$ cat src/rtl/evcnt_pkg.sv
package evcnt_pkg;
  localparam int NUM_TYPES = 4;
  localparam int TYPE_W    = 2;

  typedef enum logic [TYPE_W-1:0] {
    EV_POS = 2'd0,
    EV_NEG = 2'd1,
    EV_NEU = 2'd2,
    EV_PAR = 2'd3
  } evType_e;

  // Strobes from control to datapath
  typedef struct packed {
    logic snap;     // copy live into hold, clear live
    logic rdClr;    // clear the addressed live counter
    logic rdLoad;   // register read data
    logic selHold;  // read from hold bank
  } cntStb_t;
endpackage

$ cat src/rtl/evcnt_ctrl.sv
module evcnt_ctrl
  import evcnt_pkg::*;
#(
  parameter int NUM_CH = 4,
  parameter int CH_W   = 2,
  localparam int NCNT  = NUM_CH * NUM_TYPES
) (
  input  logic [NUM_TYPES-1:0]      evtValid,
  input  logic [NUM_TYPES*CH_W-1:0] evtChan,
  input  logic                      modeAuto,
  input  logic                      syncPulse,
  input  logic                      rdEn,
  output logic [NCNT-1:0]           incVec,
  output cntStb_t                   stb
);
  // Decode each (channel, type) pair into a per-counter increment
  for (genvar c = 0; c < NUM_CH; c++) begin : g_ch
    for (genvar t = 0; t < NUM_TYPES; t++) begin : g_ty
      assign incVec[c*NUM_TYPES + t] =
        evtValid[t] && (evtChan[t*CH_W +: CH_W] == CH_W'(c));
    end
  end

  always_comb begin
    stb.snap    = modeAuto && syncPulse;
    stb.rdClr   = rdEn && !modeAuto;
    stb.rdLoad  = rdEn;
    stb.selHold = modeAuto;
  end
endmodule

$ cat src/rtl/evcnt_dp.sv
module evcnt_dp
  import evcnt_pkg::*;
#(
  parameter int NCNT   = 16,
  parameter int CNT_W  = 16,
  parameter int ADDR_W = 4
) (
  input  logic              clk,
  input  logic              rstN,
  input  logic [NCNT-1:0]   incVec,
  input  cntStb_t           stb,
  input  logic [ADDR_W-1:0] rdAddr,
  output logic [CNT_W-1:0]  rdData,
  output logic              rdValid
);
  localparam logic [CNT_W-1:0] CNT_MAX = '1;

  logic [CNT_W-1:0] liveCnt [NCNT];
  logic [CNT_W-1:0] holdCnt [NCNT];

  for (genvar i = 0; i < NCNT; i++) begin : g_cnt
    logic             clrHere;
    logic [CNT_W-1:0] baseVal;
    logic [CNT_W-1:0] nextVal;

    always_comb begin
      clrHere = stb.snap || (stb.rdClr && (rdAddr == ADDR_W'(i)));
      baseVal = clrHere ? '0 : liveCnt[i];
      if (incVec[i] && (baseVal != CNT_MAX))
        nextVal = baseVal + CNT_W'(1);
      else
        nextVal = baseVal;
    end

    always_ff @(posedge clk or negedge rstN) begin
      if (!rstN) begin
        liveCnt[i] <= '0;
        holdCnt[i] <= '0;
      end else begin
        liveCnt[i] <= nextVal;
        if (stb.snap) holdCnt[i] <= liveCnt[i];
      end
    end
  end

  logic addrOk;
  assign addrOk = ({1'b0, rdAddr} < (ADDR_W+1)'(NCNT));

  always_ff @(posedge clk or negedge rstN) begin
    if (!rstN) begin
      rdValid <= 1'b0;
      rdData  <= '0;
    end else begin
      rdValid <= stb.rdLoad;
      if (stb.rdLoad) begin
        if (!addrOk)          rdData <= '0;
        else if (stb.selHold) rdData <= holdCnt[rdAddr];
        else                  rdData <= liveCnt[rdAddr];
      end
    end
  end
endmodule

$ cat src/rtl/evcnt_bank.sv
module evcnt_bank
  import evcnt_pkg::*;
#(
  parameter int NUM_CH  = 4,
  parameter int CNT_W   = 16,
  localparam int CH_W   = (NUM_CH > 1) ? $clog2(NUM_CH) : 1,
  localparam int ADDR_W = CH_W + TYPE_W,
  localparam int NCNT   = NUM_CH * NUM_TYPES
) (
  input  logic                      clk,
  input  logic                      rstN,
  input  logic [NUM_TYPES-1:0]      evtValid,
  input  logic [NUM_TYPES*CH_W-1:0] evtChan,
  input  logic                      modeAuto,
  input  logic                      syncPulse,
  input  logic                      rdEn,
  input  logic [ADDR_W-1:0]         rdAddr,
  output logic [CNT_W-1:0]          rdData,
  output logic                      rdValid
);
  logic [NCNT-1:0] incVec;
  cntStb_t         stb;

  evcnt_ctrl #(.NUM_CH(NUM_CH), .CH_W(CH_W)) u_ctrl (
    .evtValid (evtValid),
    .evtChan  (evtChan),
    .modeAuto (modeAuto),
    .syncPulse(syncPulse),
    .rdEn     (rdEn),
    .incVec   (incVec),
    .stb      (stb)
  );

  evcnt_dp #(.NCNT(NCNT), .CNT_W(CNT_W), .ADDR_W(ADDR_W)) u_dp (
    .clk    (clk),
    .rstN   (rstN),
    .incVec (incVec),
    .stb    (stb),
    .rdAddr (rdAddr),
    .rdData (rdData),
    .rdValid(rdValid)
  );
endmodule

$ cat config.mk
export PLATFORM = sky130hd
export DESIGN_NAME = evcnt_bank
export DESIGN_NICKNAME = d
export VERILOG_FILES = /design/src/rtl/evcnt_pkg.sv /design/src/rtl/evcnt_ctrl.sv /design/src/rtl/evcnt_dp.sv /design/src/rtl/evcnt_bank.sv
export SDC_FILE = /design/constraint.sdc
export NUM_CORES = 1
export LEC_CHECK = 0
export BUFFER_PORTS_ARGS = -buffer_cell sky130_fd_sc_hd__buf_4
export CORE_MARGIN = 3
export CORE_UTILIZATION = 45
export DETAILED_ROUTE_END_ITERATION = 10
export PLACE_DENSITY = 0.67
export SLEW_MARGIN = 20
export SYNTH_ARGS = -nofsm -noshare
export SYNTH_HDL_FRONTEND = slang
export SYNTH_SLANG_ARGS = --single-unit
$ cat constraint.sdc
create_clock -name clk -period 3.05 [get_ports clk]
set_input_delay 0.61 -clock clk [delete_from_list [all_inputs] [get_ports clk]]
set_output_delay 0.61 -clock clk [all_outputs]
set_load 0.01 [all_outputs]
==> summary.md <==
| Metric | Value |
|---|---|
| Setup TNS Final | 0 ns |
| LEAKAGE | 15.0 nW |
| Outcome | finished clean |
| Die X | 256 um |
| Met2 WL | 41.4 mm |
| WHS Endpoint | u_dp.rdValid |
| M1 WL | 40.2 mm |
| Nets | 3100 |
| Post-Route WL | 95.4 mm |
| Hpwl dp | 71.2 mm |
| P&R area growth vs syn | 17.5% |
| RSZ-0062 raised after global routing | false |
| Core ar. | 61000 um^2 |
| WL met3 | 11.0 mm |
| Via count | 24.4k |
| Global-route wire length before repair | 145 mm |
| Die ar. | 65400 um^2 |
| DRT Pass-1 Iters | 6 |
| Largest net degree at the start of global routing | 80 |
| Routability cong. | 0.971 |
| Share of cells above drive strength 1 | 0.186 |
| Fin. Hold Viols | 0 |
| Top routing layer in use | met4 |
| Worst-path clk slew | 0.06 ns |
| Post-Syn Area | 28100 um^2 |
| Reg2reg start | u_dp.liveCnt[193] |
| CTS max path bufs | 3 |
| Critical Path RT | 3.55 ns |
| Initial antenna violation count | 3 |
| Most common cell in the netlist | nand2_1 |
| Max rail drop VDD | 415 uV |
| Final period util | 0.892 |
| CP Max Fanout | 8 |
| H-tree Lvls | 2 |
| Final core occ | 0.540 |
| I/O pin total | 38 |
| Synth Register Bits | 529 |
| Ys flop type | dfrtp_1 |
| Post-synth top area share | 0.472 |
| Worst-skew pair later-pin latency | 0.63 ns |
| Final ANT Viol Nets | 0 |
| GR Overflow Total | 0 |
| Initial Util | 0.460 |
| Register area share after synthesis | 0.472 |
| Post-route DRC | 0 |
| # setup viols final | 0 |
| Clock skew | 0.0192 ns |
| Synthesized netlist cell count | 2898 |
| CTS buffer count | 58 |
| FF-to-FF path depth | 7 |
| Period minus WS final | 2.72 ns |
| Setup CP Type | in2reg |
| Port-buffer cells | 37 |
| Post_cts resized | 0 |
| Hold_sp | rdEn |
| Vias per inst | 6.20 |
| Ys async rst share | 1.00 |
| EDFF count, synth | 0 |
| Commonest cells in the netlist | 859 x nand2_1, 529 x dfrtp_1, 129 x mux4_2, 127 x nor2_1, 110 x clkbuf_1 |
| Root buf cell | clkbuf_16 |
| Number of global-route vias before repair | 23.4k |
| CTS Sinks | 529 |
| Row count | 90 |
| Pwr Total | 0.0170 W |
| Syn Nets | 2935 |
| CP endpoint kind | flop |
| Max Clk Rate | 0.368 GHz |
| Area leader, netlist | dfrtp_1 |
| Final Instance Count excl. Fillers | 3941 |
| R2r setup slk | 0.58 ns |
| Starting DRT DRC Count | 2774 |
| Count of different cell masters after synthesis | 73 |
| Largest cells by area after synthesis | dfrtp_1 47%, nand2_1 11%, mux4_2 10% |
| Hold path depth | 2 |
| Crit path DAT | 3.22 ns |
| Max-capacitance violation count | 0 |
| Average wire per standard cell | 24.2 um |
| Mean Syn Cell Area | 9.68 um^2 |
| Yosys warns | 0 |
| Die Y | 256 um |
| Slew Limit Fails | 0 |
| Rel. slew slack | 0.462 |
| Hold Crit Class | in2reg |
| R2r endpoint | u_dp.liveCnt[206] |
| Worst slew pin tran | 0.805 ns |
| Power density over the cells | 515 nW/um^2 |
| Worst setup SP type | input pin |
| Placed instance count | 3830 |
| Hold WS | 0.382 ns |
| GRT Total Usage | 0.288 |
| CTS tree | done |
-- state kept, by name (all words and copies together) (netlist names) --
register	count
u_dp.holdCnt	256
u_dp.rdData	16
u_dp.rdValid	1
u_dp.liveCnt	256
-- stage by stage --
step,area [um^2],setup slack [ns]
after floorplan,28300,-0.0359
after global placement,30800,-0.162
after detailed placement,30800,-0.216
after CTS,33000,0.418
after global routing,33000,0.185
final,33000,0.331
-- metal layers --
metal | vias up | track usage
met1 | 12300 | 0.424
met2 | 1250 | 0.422
met4 | 0 | 0.0833
li1 | 10700 | -
met5 | - | 0
met3 | 167 | 0.0709
-- worst max path at each step --
stage	from	endpoint	slack (ns)
finish	rdEn	u_dp.liveCnt[254]	0.33
CTS	rdEn	u_dp.liveCnt[254]	0.42
floorplan	modeAuto	u_dp.liveCnt[153]	-0.04
detailed placement	modeAuto	u_dp.liveCnt[190]	-0.22
global placement	modeAuto	u_dp.liveCnt[190]	-0.16
global route	rdEn	u_dp.liveCnt[254]	0.18
-- layout make-up --
cell class | instances | area [um^2]
well taps | 828 | 1040
inverters | 31 | 116
repair buffers | 258 | 2100
clock buffers | 82 | 1760
flip-flops and latches | 529 | 13200
fillers | 5460 | 28100
multi-input cells | 2185 | 14300
clock inverters | 25 | 435
diodes | 3 | 7.51
-- critical path, stage by stage --
cell and delay [ns]:
buf_4 0.15, nor4b_2 0.20, buf_4 0.14, a21oi_1 0.59, and2_1 0.25, ha_1 0.18
nand4bb_1 0.16, nor4b_1 0.36, nor4b_1 0.34, xnor2_1 0.16, nor2_1 0.06
-- kinds of logic after synthesis --
family	share of synthesized area
compound gates	0.0889
xor+xnor	0.0384
buf+inv	0.0264
simple gates	0.245
mux	0.122
fa+ha+maj	0.00714
flops	0.472
-- power by group --
group	internal [W]	switching [W]	total (W)
logic	0.000596	0.000927	0.00152
clock network	0.00500	0.00302	0.00802
registers	0.00721	0.000225	0.00743
-- cells in the final DEF, fill, tap and decap left out, types with 23 or more instances in the layout --
master / Yosys / final
clkbuf_16: 0 / 61
a21oi_1: 95 / 91
or3_1: 55 / 55
nor4_1: 33 / 32
o21ai_0: 87 / 86
and3_1: 37 / 37
xor2_1: 61 / 61
mux4_2: 129 / 129
xnor2_1: 62 / 62
nand4_1: 66 / 66
nand3_1: 83 / 82
and2_1: 56 / 50
dfrtp_1: 529 / 529
buf_4: 2 / 242
nand2_1: 859 / 859
or4_1: 25 / 24
inv_1: 31 / 31
nor3_1: 30 / 29
and4_1: 25 / 25
nor2_1: 127 / 127
o22ai_1: 60 / 60
o31ai_1: 23 / 23
mux2_2: 31 / 31
-- repair_timing --
item,in CTS,in global routing
hold buffers,1,0
endpoints found under the setup margin,0,0
setup buffers,0,0
hold endpoints to repair,48,0
(Power assumes the default switching activity.)
